[src/rtl/win_xlat_pkg.sv]
package win_xlat_pkg;
  localparam int DW = 32;
  localparam int FID_W = 16;
  localparam int PORT_W = 2;
  localparam int PF_ID_W = 4;
  // pretend word bit positions
  localparam int CTL_USE_PORT = 2;
  localparam int CTL_PRT_PORT = 3;
  localparam int CTL_CONCRETE = 4;
  localparam int CTL_PRT_FN = 5;
  localparam int FID_LSB = 16;
  localparam int FID_VF_VALID = 15;
  localparam logic [DW-1:0] OFF_INVALID = '1;
  localparam logic [DW-1:0] ERR_WORD = 32'hDEADBEEF;
  typedef enum logic {S_IDLE, S_WAIT} xl_state_e;
endpackage

[src/rtl/win_cfg_regs.sv]
module win_cfg_regs
  import win_xlat_pkg::*;
#(
  parameter int NUM_WIN = 4,
  localparam int WIN_IW = $clog2(NUM_WIN)
) (
  input  logic              clk,
  input  logic              rst,
  input  logic              we,
  input  logic [WIN_IW:0]   sel,
  input  logic [DW-1:0]     wdata,
  input  logic [WIN_IW-1:0] rd_win,
  output logic [DW-1:0]     rd_off,
  output logic [DW-1:0]     rd_prt
);
  logic [DW-1:0] off_q [NUM_WIN];
  logic [DW-1:0] prt_q [NUM_WIN];

  always_ff @(posedge clk) begin
    if (rst) begin
      for (int i = 0; i < NUM_WIN; i++) begin
        off_q[i] <= OFF_INVALID;
        prt_q[i] <= '0;
      end
    end else if (we) begin
      if (sel[0]) prt_q[sel[WIN_IW:1]] <= wdata;
      else        off_q[sel[WIN_IW:1]] <= wdata;
    end
  end

  assign rd_off = off_q[rd_win];
  assign rd_prt = prt_q[rd_win];
endmodule

[src/rtl/win_ident.sv]
module win_ident
  import win_xlat_pkg::*;
#(
  parameter logic [FID_W-1:0]  OWN_FID  = 16'h0003,
  parameter logic [PORT_W-1:0] OWN_PORT = 2'd1
) (
  input  logic [DW-1:0]     prt,
  output logic [FID_W-1:0]  fid,
  output logic [PORT_W-1:0] port
);
  logic             fn_on, port_on;
  logic [FID_W-1:0] fid_raw, fid_sel;
  logic             unused_ctl;

  assign unused_ctl = ^prt[FID_LSB-1:CTL_PRT_FN+1];
  assign fn_on   = prt[CTL_PRT_FN] & prt[CTL_CONCRETE];
  assign port_on = prt[CTL_PRT_PORT] & prt[CTL_USE_PORT];
  assign fid_raw = prt[FID_LSB +: FID_W];
  assign fid_sel = fid_raw[FID_VF_VALID] ? fid_raw
                                         : FID_W'(fid_raw[PF_ID_W-1:0]);
  assign fid  = fn_on   ? fid_sel : OWN_FID;
  assign port = port_on ? prt[PORT_W-1:0] : OWN_PORT;
endmodule

[src/rtl/win_xlat.sv]
module win_xlat
  import win_xlat_pkg::*;
#(
  parameter int NUM_WIN   = 4,
  parameter int WIN_BYTES = 1024,
  parameter logic [FID_W-1:0]  OWN_FID  = 16'h0003,
  parameter logic [PORT_W-1:0] OWN_PORT = 2'd1,
  localparam int WIN_IW  = $clog2(NUM_WIN),
  localparam int SLICE_W = $clog2(WIN_BYTES),
  localparam int AP_AW   = WIN_IW + SLICE_W
) (
  input  logic              clk,
  input  logic              rst,
  input  logic              cfg_we,
  input  logic [WIN_IW:0]   cfg_sel,
  input  logic [DW-1:0]     cfg_wdata,
  input  logic              ap_valid,
  input  logic              ap_write,
  input  logic [AP_AW-1:0]  ap_addr,
  input  logic [DW-1:0]     ap_wdata,
  output logic              ap_ready,
  output logic              ap_resp_valid,
  output logic [DW-1:0]     ap_rdata,
  output logic              ap_err,
  output logic              int_valid,
  output logic              int_write,
  output logic [DW-1:0]     int_addr,
  output logic [DW-1:0]     int_wdata,
  output logic [FID_W-1:0]  int_fid,
  output logic [PORT_W-1:0] int_port,
  input  logic              int_ready,
  input  logic [DW-1:0]     int_rdata
);
  xl_state_e         st;
  logic [WIN_IW-1:0] win;
  logic [SLICE_W-1:0] slice;
  logic [DW-1:0]     base_dw, prt_word, xaddr;
  logic [FID_W-1:0]  id_fid;
  logic [PORT_W-1:0] id_port;
  logic              win_bad;

  assign win   = ap_addr[AP_AW-1:SLICE_W];
  assign slice = ap_addr[SLICE_W-1:0];

  win_cfg_regs #(.NUM_WIN(NUM_WIN)) u_regs (
    .clk(clk), .rst(rst), .we(cfg_we), .sel(cfg_sel), .wdata(cfg_wdata),
    .rd_win(win), .rd_off(base_dw), .rd_prt(prt_word)
  );

  win_ident #(.OWN_FID(OWN_FID), .OWN_PORT(OWN_PORT)) u_ident (
    .prt(prt_word), .fid(id_fid), .port(id_port)
  );

  assign win_bad  = (base_dw == OFF_INVALID);
  assign xaddr    = {base_dw[DW-3:0], 2'b00} + DW'(slice);
  assign ap_ready = (st == S_IDLE);

  always_ff @(posedge clk) begin
    if (rst) begin
      st            <= S_IDLE;
      int_valid     <= 1'b0;
      int_write     <= 1'b0;
      int_addr      <= '0;
      int_wdata     <= '0;
      int_fid       <= '0;
      int_port      <= '0;
      ap_resp_valid <= 1'b0;
      ap_rdata      <= '0;
      ap_err        <= 1'b0;
    end else begin
      ap_resp_valid <= 1'b0;
      case (st)
        S_IDLE: if (ap_valid) begin
          if (win_bad) begin
            ap_resp_valid <= 1'b1;
            ap_err        <= 1'b1;
            ap_rdata      <= ap_write ? '0 : ERR_WORD;
          end else begin
            int_valid <= 1'b1;
            int_write <= ap_write;
            int_addr  <= xaddr;
            int_wdata <= ap_wdata;
            int_fid   <= id_fid;
            int_port  <= id_port;
            st        <= S_WAIT;
          end
        end
        S_WAIT: if (int_ready) begin
          int_valid     <= 1'b0;
          ap_resp_valid <= 1'b1;
          ap_err        <= 1'b0;
          ap_rdata      <= int_write ? '0 : int_rdata;
          st            <= S_IDLE;
        end
        default: st <= S_IDLE;
      endcase
    end
  end
endmodule

[config.mk]
export PLATFORM = sky130hd
export DESIGN_NAME = win_xlat
export DESIGN_NICKNAME = d
export VERILOG_FILES = /design/src/rtl/win_xlat_pkg.sv /design/src/rtl/win_cfg_regs.sv /design/src/rtl/win_ident.sv /design/src/rtl/win_xlat.sv
export SDC_FILE = /design/constraint.sdc
export NUM_CORES = 1
export LEC_CHECK = 0
export BUFFER_PORTS_ARGS = -buffer_cell sky130_fd_sc_hd__buf_2
export CAP_MARGIN = 30
export CELL_PAD_IN_SITES_DETAIL_PLACEMENT = 1
export CELL_PAD_IN_SITES_GLOBAL_PLACEMENT = 1
export CORE_MARGIN = 2
export CORE_UTILIZATION = 41
export CTS_CLUSTER_SIZE = 20
export DETAILED_ROUTE_END_ITERATION = 8
export PLACE_DENSITY = 0.86
export SLEW_MARGIN = 20
export SYNTH_ARGS = -nofsm -noshare
export SYNTH_HDL_FRONTEND = slang
export SYNTH_SLANG_ARGS = --single-unit
[constraint.sdc]
create_clock -name clk -period 3.6 [get_ports clk]
set_input_delay 0.54 -clock clk [delete_from_list [all_inputs] [get_ports clk]]
set_output_delay 0.54 -clock clk [all_outputs]
set_load 0.02 [all_outputs]
==> results of run 1 <==
-- worst max-delay path: cells and delay by family --
kind,cells,cell delay [ns]
compound gates,2,0.34
buf+inv,5,1.36
mux,1,0.42
simple gates,3,0.85
-- cells by family (layout without fill, tap and decap cells) --
| kind of cell | after synthesis | in the layout | synth area share (%) |
|---|---|---|---|
| AO/OA/AOI/OAI | 206 | 206 | 7.71 |
| adder cells (fa/ha/maj) | 9 | 9 | 0.797 |
| buffers and inverters | 106 | 357 | 3.28 |
| other | 0 | 3 | 0 |
| AND/OR/NAND/NOR | 454 | 454 | 16.9 |
| multiplexers | 84 | 84 | 10.8 |
| flip-flops | 335 | 335 | 58.8 |
| XOR/XNOR | 28 | 28 | 1.63 |
-- registers in the layout, summed over array words and instances, names as in the netlist --
register	count
ap_err	1
ap_rdata	32
ap_resp_valid	1
int_addr	32
int_fid	16
int_port	2
int_valid	1
int_wdata	32
int_write	1
st	1
u_regs.off_q	128
u_regs.prt_q	88
-- per-layer routing --
| layer | track usage (%) | wire length, um | up-vias |
|---|---|---|---|
| met3 | 5.16 | 3060 | 96 |
| met4 | 9.06 | 1570 | 2 |
| met1 | 28.5 | 18200 | 5390 |
| li1 | - | - | 4900 |
| met2 | 40.6 | 22300 | 415 |
| met5 | 0 | 13 | - |
-- through the flow --
stage	total power [mW]	utilization, %	cell area [um2]
floorplan	5.18	-	15100
global placement	5.56	46.1	16800
detailed placement	5.63	46.3	16900
CTS	9.40	49.6	18100
global route	9.64	49.6	18100
finish	9.32	49.6	18100
-- Yosys cell counts, drive strengths merged, types with 3 or more instances --
cell    instances
a211oi         21
nand4           5
a31o            3
and3           25
o31ai           4
and2           70
inv             9
clkbuf         71
nor4            7
mux2           24
xnor2          25
o21ai          54
o211ai         12
nor3           15
ha              8
a21oi         103
xor2            3
mux4           49
and4            4
nor2b          26
buf            26
nand2          47
dfxtp         119
nor2           39
nand3          66
mux2i          11
or2            98
edfxtp        216
nand2b         44
-- cell type report --
type                       count  area [um2]
fill                        3808       18400
multi-input combinational    781        5770
timing repair buffer         279        1600
clock inverter                 8        62.6
clock buffer                  61        1140
inverter                       9        33.8
sequential                   335        8870
antenna                        3        7.51
tap                          468         586
-- path summary, 6_finish.rpt --
kind                        to  slack (ns)  cells past startpoint
setup / recovery  int_wdata[7]        0.52                     11
hold reg to reg      int_valid        0.46                      2
setup reg to reg  int_addr[16]        0.53                      9
hold / removal    int_wdata[0]        0.26                      3
-- power by group through the flow --
| stage | combinational, mW | clock, mW | sequential, mW |
|---|---|---|---|
| 6_report | 1.12 | 3.76 | 4.44 |
| 5_1_grt | 1.21 | 3.97 | 4.46 |
| 4_1_cts | 1.13 | 3.84 | 4.44 |
| 3_5_place_dp | 1.12 | 0 | 4.52 |
| 3_3_place_gp | 1.07 | 0 | 4.49 |
| 2_1_floorplan | 0.594 | 0 | 4.58 |
-- layout by cell type, fill, tap and decap left out, types with 4 or more instances in the layout --
| cell type | instances |
|---|---|
| sky130_fd_sc_hd__nand2_1 | 46 |
| sky130_fd_sc_hd__mux4_1 | 20 |
| sky130_fd_sc_hd__o21ai_0 | 52 |
| sky130_fd_sc_hd__clkbuf_16 | 41 |
| sky130_fd_sc_hd__ha_1 | 8 |
| sky130_fd_sc_hd__clkinv_2 | 5 |
| sky130_fd_sc_hd__mux2i_1 | 11 |
| sky130_fd_sc_hd__buf_2 | 234 |
| sky130_fd_sc_hd__nand3_1 | 66 |
| sky130_fd_sc_hd__xnor2_1 | 25 |
| sky130_fd_sc_hd__or2_2 | 98 |
| sky130_fd_sc_hd__edfxtp_1 | 216 |
| sky130_fd_sc_hd__o211ai_1 | 12 |
| sky130_fd_sc_hd__buf_12 | 5 |
| sky130_fd_sc_hd__clkbuf_1 | 16 |
| sky130_fd_sc_hd__nor2b_1 | 25 |
| sky130_fd_sc_hd__a211oi_1 | 21 |
| sky130_fd_sc_hd__nand2b_1 | 44 |
| sky130_fd_sc_hd__dfxtp_1 | 119 |
| sky130_fd_sc_hd__inv_1 | 9 |
| sky130_fd_sc_hd__clkbuf_8 | 4 |
| sky130_fd_sc_hd__buf_4 | 38 |
| sky130_fd_sc_hd__nand4_1 | 4 |
| sky130_fd_sc_hd__mux2_2 | 5 |
| sky130_fd_sc_hd__mux4_2 | 29 |
| sky130_fd_sc_hd__and2_1 | 70 |
| sky130_fd_sc_hd__and4_1 | 4 |
| sky130_fd_sc_hd__a21oi_1 | 103 |
| sky130_fd_sc_hd__nor3_1 | 15 |
| sky130_fd_sc_hd__mux2_4 | 19 |
| sky130_fd_sc_hd__nor2_1 | 38 |
| sky130_fd_sc_hd__and3_1 | 25 |
| sky130_fd_sc_hd__nor4_1 | 6 |
==> flow_metrics.env, run 1 <==
export IMPL_setup_violations=0
export IMPL_synth_largest_type_area_fraction_pct=43.0
export IMPL_critical_path_startpoint="ap_addr[10]"
export IMPL_cp_slowest_stage_delay_ns=0.42
export IMPL_worst_endpoint_required_ns=4.05
export IMPL_grt_pass1_wl_um=68300
export IMPL_cpMostUsedCell="sky130_fd_sc_hd__buf_4"
export IMPL_timing_critical_path_cells="buf_2 > buf_4 > mux4_1 > and4_1 > nand4_2 > buf_4 > nor4_2 > buf_4 > buf_4 > o21ai_0 > a21oi_1"
export IMPL_worstSetupStartpointType="input port"
export IMPL_dp_cells=1872
export IMPL_clock_insertion_delay_worst_skew_ns=0.55
export IMPL_synth_lib_cells_used_distinct=49
export IMPL_post_syn_area_per_cell_um2=12.3
export IMPL_clk_path_buf_depth=3
export IMPL_netlist_top_cells_area="sky130_fd_sc_hd__edfxtp_1 (43%), sky130_fd_sc_hd__dfxtp_1 (16%), sky130_fd_sc_hd__mux4_2 (4.3%), sky130_fd_sc_hd__or2_2 (4.1%), sky130_fd_sc_hd__mux4_1 (3.5%)"
export IMPL_finalCritPeriodShare_pct=85.6
export IMPL_area_delta_synth_final_pct=19.9
export IMPL_synth_warning_count=0
export IMPL_post_synth_instance_area_mm2=0.0151
export IMPL_worstPathArrival_ns=3.53
export IMPL_pin_count=236
export IMPL_grt_start_max_net_pins=68
export IMPL_clock_buffer_count_from_cts=38
export IMPL_ys_ff_latch=335
export IMPL_initial_core_util_pct=41.4
export IMPL_numnets_final=1570
export IMPL_timing_critical_path_to_type="register"
export IMPL_unrepaired_setup_endpoints_after_global_routing="false"
export IMPL_min_delay_path_class="input port to register"
export IMPL_remaining_drc_errors=0
export IMPL_grt_overflow_total=0
export IMPL_total_switching_power_mw=2.32
export IMPL_final_hold_viol_count=0
export IMPL_synthesis_instances=1222
export IMPL_cts_max_level=2
export IMPL_clockPowerShare_pct=40.3
export IMPL_die_width_um=196
export IMPL_row_count=70
export IMPL_finalHoldWorstSlack_ns=0.260
export IMPL_synth_async_reset_ratio_pct=0
export IMPL_area_of_the_die_mm2=0.0383
export IMPL_cts_resized=0
export IMPL_post_cts_buffers=0
export IMPL_skew_ns=0.0315
export IMPL_synth_fp_nets=1348
export IMPL_maxCapViolations=0
export IMPL_ir_drop_mv=0.403
export IMPL_critical_r2r_launch="u_regs.off_q[1][0]"
export IMPL_slew_viol_final=0
export IMPL_timing_worst_slew_pin_value_ns=0.911
export IMPL_wl_per_cell_um=23.2
export IMPL_fmaxAchievable_mhz=325
export IMPL_cts_root_buf="sky130_fd_sc_hd__clkbuf_16"
export IMPL_hpwlAfterDp_um=30500
export IMPL_yosys_area_top_type="sky130_fd_sc_hd__edfxtp_1"
export IMPL_outcome="finished, final reports clean"
export IMPL_post_place_ws_ns=-0.0105
export IMPL_timing_worst_setup_path_type="input port to register"
export IMPL_finalWirelength_um=45100
export IMPL_sequentialPowerShare_pct=47.6
export IMPL_cts_sinks=335
export IMPL_routed_via_count=10803
export IMPL_worst_path_max_delay_cell="sky130_fd_sc_hd__mux4_1"
export IMPL_static_leakage_power_nw=6.98
export IMPL_post_layout_nonfiller_instances=1944
export IMPL_die_h_um=196
export IMPL_clkTransAtPathRegs_ns=0.06
export IMPL_worst_path_max_fanout=35
export IMPL_switching_share_pct=24.9
export IMPL_tritoncts="yes"
export IMPL_power_density_cell_area_mw_per_mm2=516
export IMPL_cellInternalPower_mw=7.01
export IMPL_core_region_area_mm2=0.0364
export IMPL_fin_ws_ns=0.519
export IMPL_drive_above_1_share_pct=33.6
export IMPL_cts_hold_buffers_added=0
export IMPL_drt_antenna_violating_nets=0
export IMPL_grt_pass1_vias=11585
export IMPL_viasPerCell=5.56
export IMPL_sequential_cell_area_fraction_in_the_yosys_report_pct=58.8
export IMPL_initial_antenna_violation_count=3
export IMPL_io_buffers=235
export IMPL_power_combinational_fraction_pct=12.0
export IMPL_totalNegativeSetupSlack_ns=0
export IMPL_grt_use_total_pct=23.4
export IMPL_synth_enable_flop_cells=216
export IMPL_max_slew_margin_rel_pct=38.6
export IMPL_fin_crit_ns=3.08
export IMPL_yosys_most_used_dff="sky130_fd_sc_hd__edfxtp_1"
export IMPL_first_iter_violations=802
export IMPL_min_delay_start="ap_wdata[0]"
export IMPL_dr_pass1_iters=5
export IMPL_gp_congestion=0.886
(Power assumes the default switching activity.)
==> run 2: changes to the inputs <==
CORE_UTILIZATION = 43   (was 41)
CTS_BUF_LIST = sky130_fd_sc_hd__clkbuf_2 sky130_fd_sc_hd__clkbuf_4 sky130_fd_sc_hd__clkbuf_8   (was not set)
PLACE_DENSITY = 0.89   (was 0.86)
==> run 2 against run 1 <==
Non-clock buffer count increased by 2. Flip-flop and latch count unchanged. Cell count rose by 1.2%. Critical path depth down 4. Critical path type is now register to register. Total power decreased by 2.6%. Combinational power is essentially flat. Utilization rose by 2.6 points. Largest cell class unchanged. Global-route usage increased by 1.1 points. Final area down 0.28%. First-iteration DRC count fell by 7.6%. Clock skew rose by 0.0025 ns. Sequential share of layout area grew 0.14 points.
==> flow_metrics.env, run 2 (synthesis gave the netlist of run 1 again) <==
export IMPL_routed_via_count=11023
export IMPL_finalCritPeriodShare_pct=81.9
export IMPL_ir_drop_mv=0.274
export IMPL_cp_slowest_stage_delay_ns=0.83
export IMPL_viasPerCell=5.60
export IMPL_final_cell_mix="sky130_fd_sc_hd__buf_2 (234), sky130_fd_sc_hd__edfxtp_1 (216), sky130_fd_sc_hd__dfxtp_1 (119), sky130_fd_sc_hd__a21oi_1 (103), sky130_fd_sc_hd__or2_2 (98)"
export IMPL_worstSetupStartpointType="register"
export IMPL_setup_violations=0
export IMPL_largestRegisters="u_regs.off_q x128, u_regs.prt_q x88"
export IMPL_core_region_area_mm2=0.0345
export IMPL_grt_use_total_pct=24.5
export IMPL_timing_worst_setup_path_type="register to register"
export IMPL_initial_core_util_pct=43.6
export IMPL_unrepaired_setup_endpoints_after_global_routing="false"
export IMPL_cts_max_level=2
export IMPL_remaining_drc_errors=0
export IMPL_numnets_final=1590
export IMPL_row_count=68
export IMPL_io_buffers=235
export IMPL_fmaxAchievable_mhz=339
export IMPL_critical_r2r_launch="u_regs.off_q[1][31]"
export IMPL_worstPathArrival_ns=3.38
export IMPL_totalNegativeSetupSlack_ns=0
export IMPL_gp_congestion=0.855
export IMPL_fin_ws_ns=0.650
export IMPL_detailed_place_area_mm2=0.0168
export IMPL_skew_ns=0.0340
export IMPL_grt_start_max_net_pins=83
export IMPL_min_delay_start="ap_wdata[24]"
export IMPL_timing_critical_path_cells="nand2_1 > mux4_2 > or3_1 > or4_2 > buf_4 > nand3_1 > a21oi_1"
export IMPL_finalPower_mw=9.08
export IMPL_largest_register="u_regs.off_q"
export IMPL_min_delay_path_class="input port to register"
export IMPL_initial_antenna_violation_count=6
export IMPL_area_delta_synth_final_pct=19.5
export IMPL_most_common_cell_after_layout_fill_and_taps_aside="sky130_fd_sc_hd__buf_2"
export IMPL_drive_above_1_share_pct=36.0
export IMPL_finalWirelength_um=45700
export IMPL_layout_cell_area_non_filler_mm2=0.0180
export IMPL_cts_root_buf="sky130_fd_sc_hd__clkbuf_8"
export IMPL_drt_antenna_violating_nets=0
export IMPL_timing_critical_path_to_type="register"
export IMPL_critical_path_top_delay_family="simple AND/OR/NAND/NOR gates"
export IMPL_timing_worst_slew_pin_value_ns=0.912
export IMPL_clk_path_buf_depth=3
export IMPL_clock_buffer_count_from_cts=56
export IMPL_tritoncts="yes"
export IMPL_cts_hold_buffers_added=0
export IMPL_grt_pass1_wl_um=68300
export IMPL_post_place_ws_ns=0.103
export IMPL_cts_sinks=335
export IMPL_cts_resized=0
export IMPL_hpwlAfterDp_um=30800
export IMPL_clock_insertion_delay_worst_skew_ns=0.62
export IMPL_first_iter_violations=741
export IMPL_crit_buf_inv=1
export IMPL_worst_endpoint_required_ns=4.03
export IMPL_clkTransAtPathRegs_ns=0.06
export IMPL_power_density_cell_area_mw_per_mm2=504
export IMPL_area_of_the_die_mm2=0.0366
export IMPL_max_slew_margin_rel_pct=39.1
export IMPL_post_cts_buffers=0
export IMPL_slew_viol_final=0
export IMPL_wl_per_cell_um=23.2
export IMPL_critical_path_startpoint="u_regs.off_q[1][31]"
export IMPL_die_width_um=191
export IMPL_dr_pass1_iters=4
export IMPL_grt_pass1_vias=11796
export IMPL_final_hold_viol_count=0
export IMPL_fin_crit_ns=2.95
export IMPL_maxCapViolations=0
export IMPL_outcome="finished, final reports clean"
export IMPL_worst_path_max_delay_cell="sky130_fd_sc_hd__or4_2"
export IMPL_die_h_um=191
export IMPL_pin_count=236
export IMPL_static_leakage_power_nw=7.02
export IMPL_flip_flop_count_of_the_largest_register_after_layout=128
export IMPL_worst_path_max_fanout=42
export IMPL_grt_overflow_total=0
## run 2: changes by cell type in the layout (fill, tap and decap cells not counted), moves of 3 or more
cell,delta
sky130_fd_sc_hd__clkbuf_4,+23
sky130_fd_sc_hd__clkinv_1,+5
sky130_fd_sc_hd__clkbuf_16,-41
sky130_fd_sc_hd__clkbuf_8,+63
sky130_fd_sc_hd__buf_4,+3
sky130_fd_sc_hd__clkbuf_1,-16
## run 2: area by class of cell
class | instances | area (um2)
diodes | 2 | 5.00
clock buffers | 90 | 1090
clock inverters | 15 | 81.3
fillers | 3654 | 16500
inverters | 9 | 33.8
multi-input cells | 781 | 5770
flip-flops and latches | 335 | 8870
well taps | 455 | 569
repair buffers | 281 | 1590
## run 2: layer usage
layer	vias to the layer above	wire (um)	GRT usage [%]
met4	6	1660	10.1
li1	4942	-	-
met2	454	22500	42.1
met5	-	41	0
met3	103	3480	5.86
met1	5518	18000	29.6
## run 2: worst min-delay path: cells and delay by family
family / cells / cell delay (ns)
buffers and inverters: 1 / 0.09
AND/OR/NAND/NOR: 1 / 0.06
AO/OA/AOI/OAI: 1 / 0.05
## run 2: power by group
part | leakage (nW) | switching (mW) | total [mW] | internal [mW]
Clock | 0.630 | 1.57 | 3.50 | 1.93
Combinational | 3.29 | 0.707 | 1.14 | 0.432
Sequential | 3.10 | 0.102 | 4.44 | 4.34
## run 2: worst paths after layout
| path | slack, ns | endpoint | cells after the start |
|---|---|---|---|
| max | 0.65 | int_addr[0] | 7 |
| min | 0.19 | int_wdata[24] | 3 |
| max reg2reg | 0.65 | int_addr[0] | 7 |
| min reg2reg | 0.45 | int_valid | 2 |
## run 2: per-stage QoR
step	cells	hold WS [ns]	util, %
floorplan	1222	0.521	-
global placement	1860	0.445	48.7
detailed placement	1861	0.447	48.7
CTS	1966	0.154	52.1
global route	1967	0.188	52.1
finish	1968	0.190	52.1
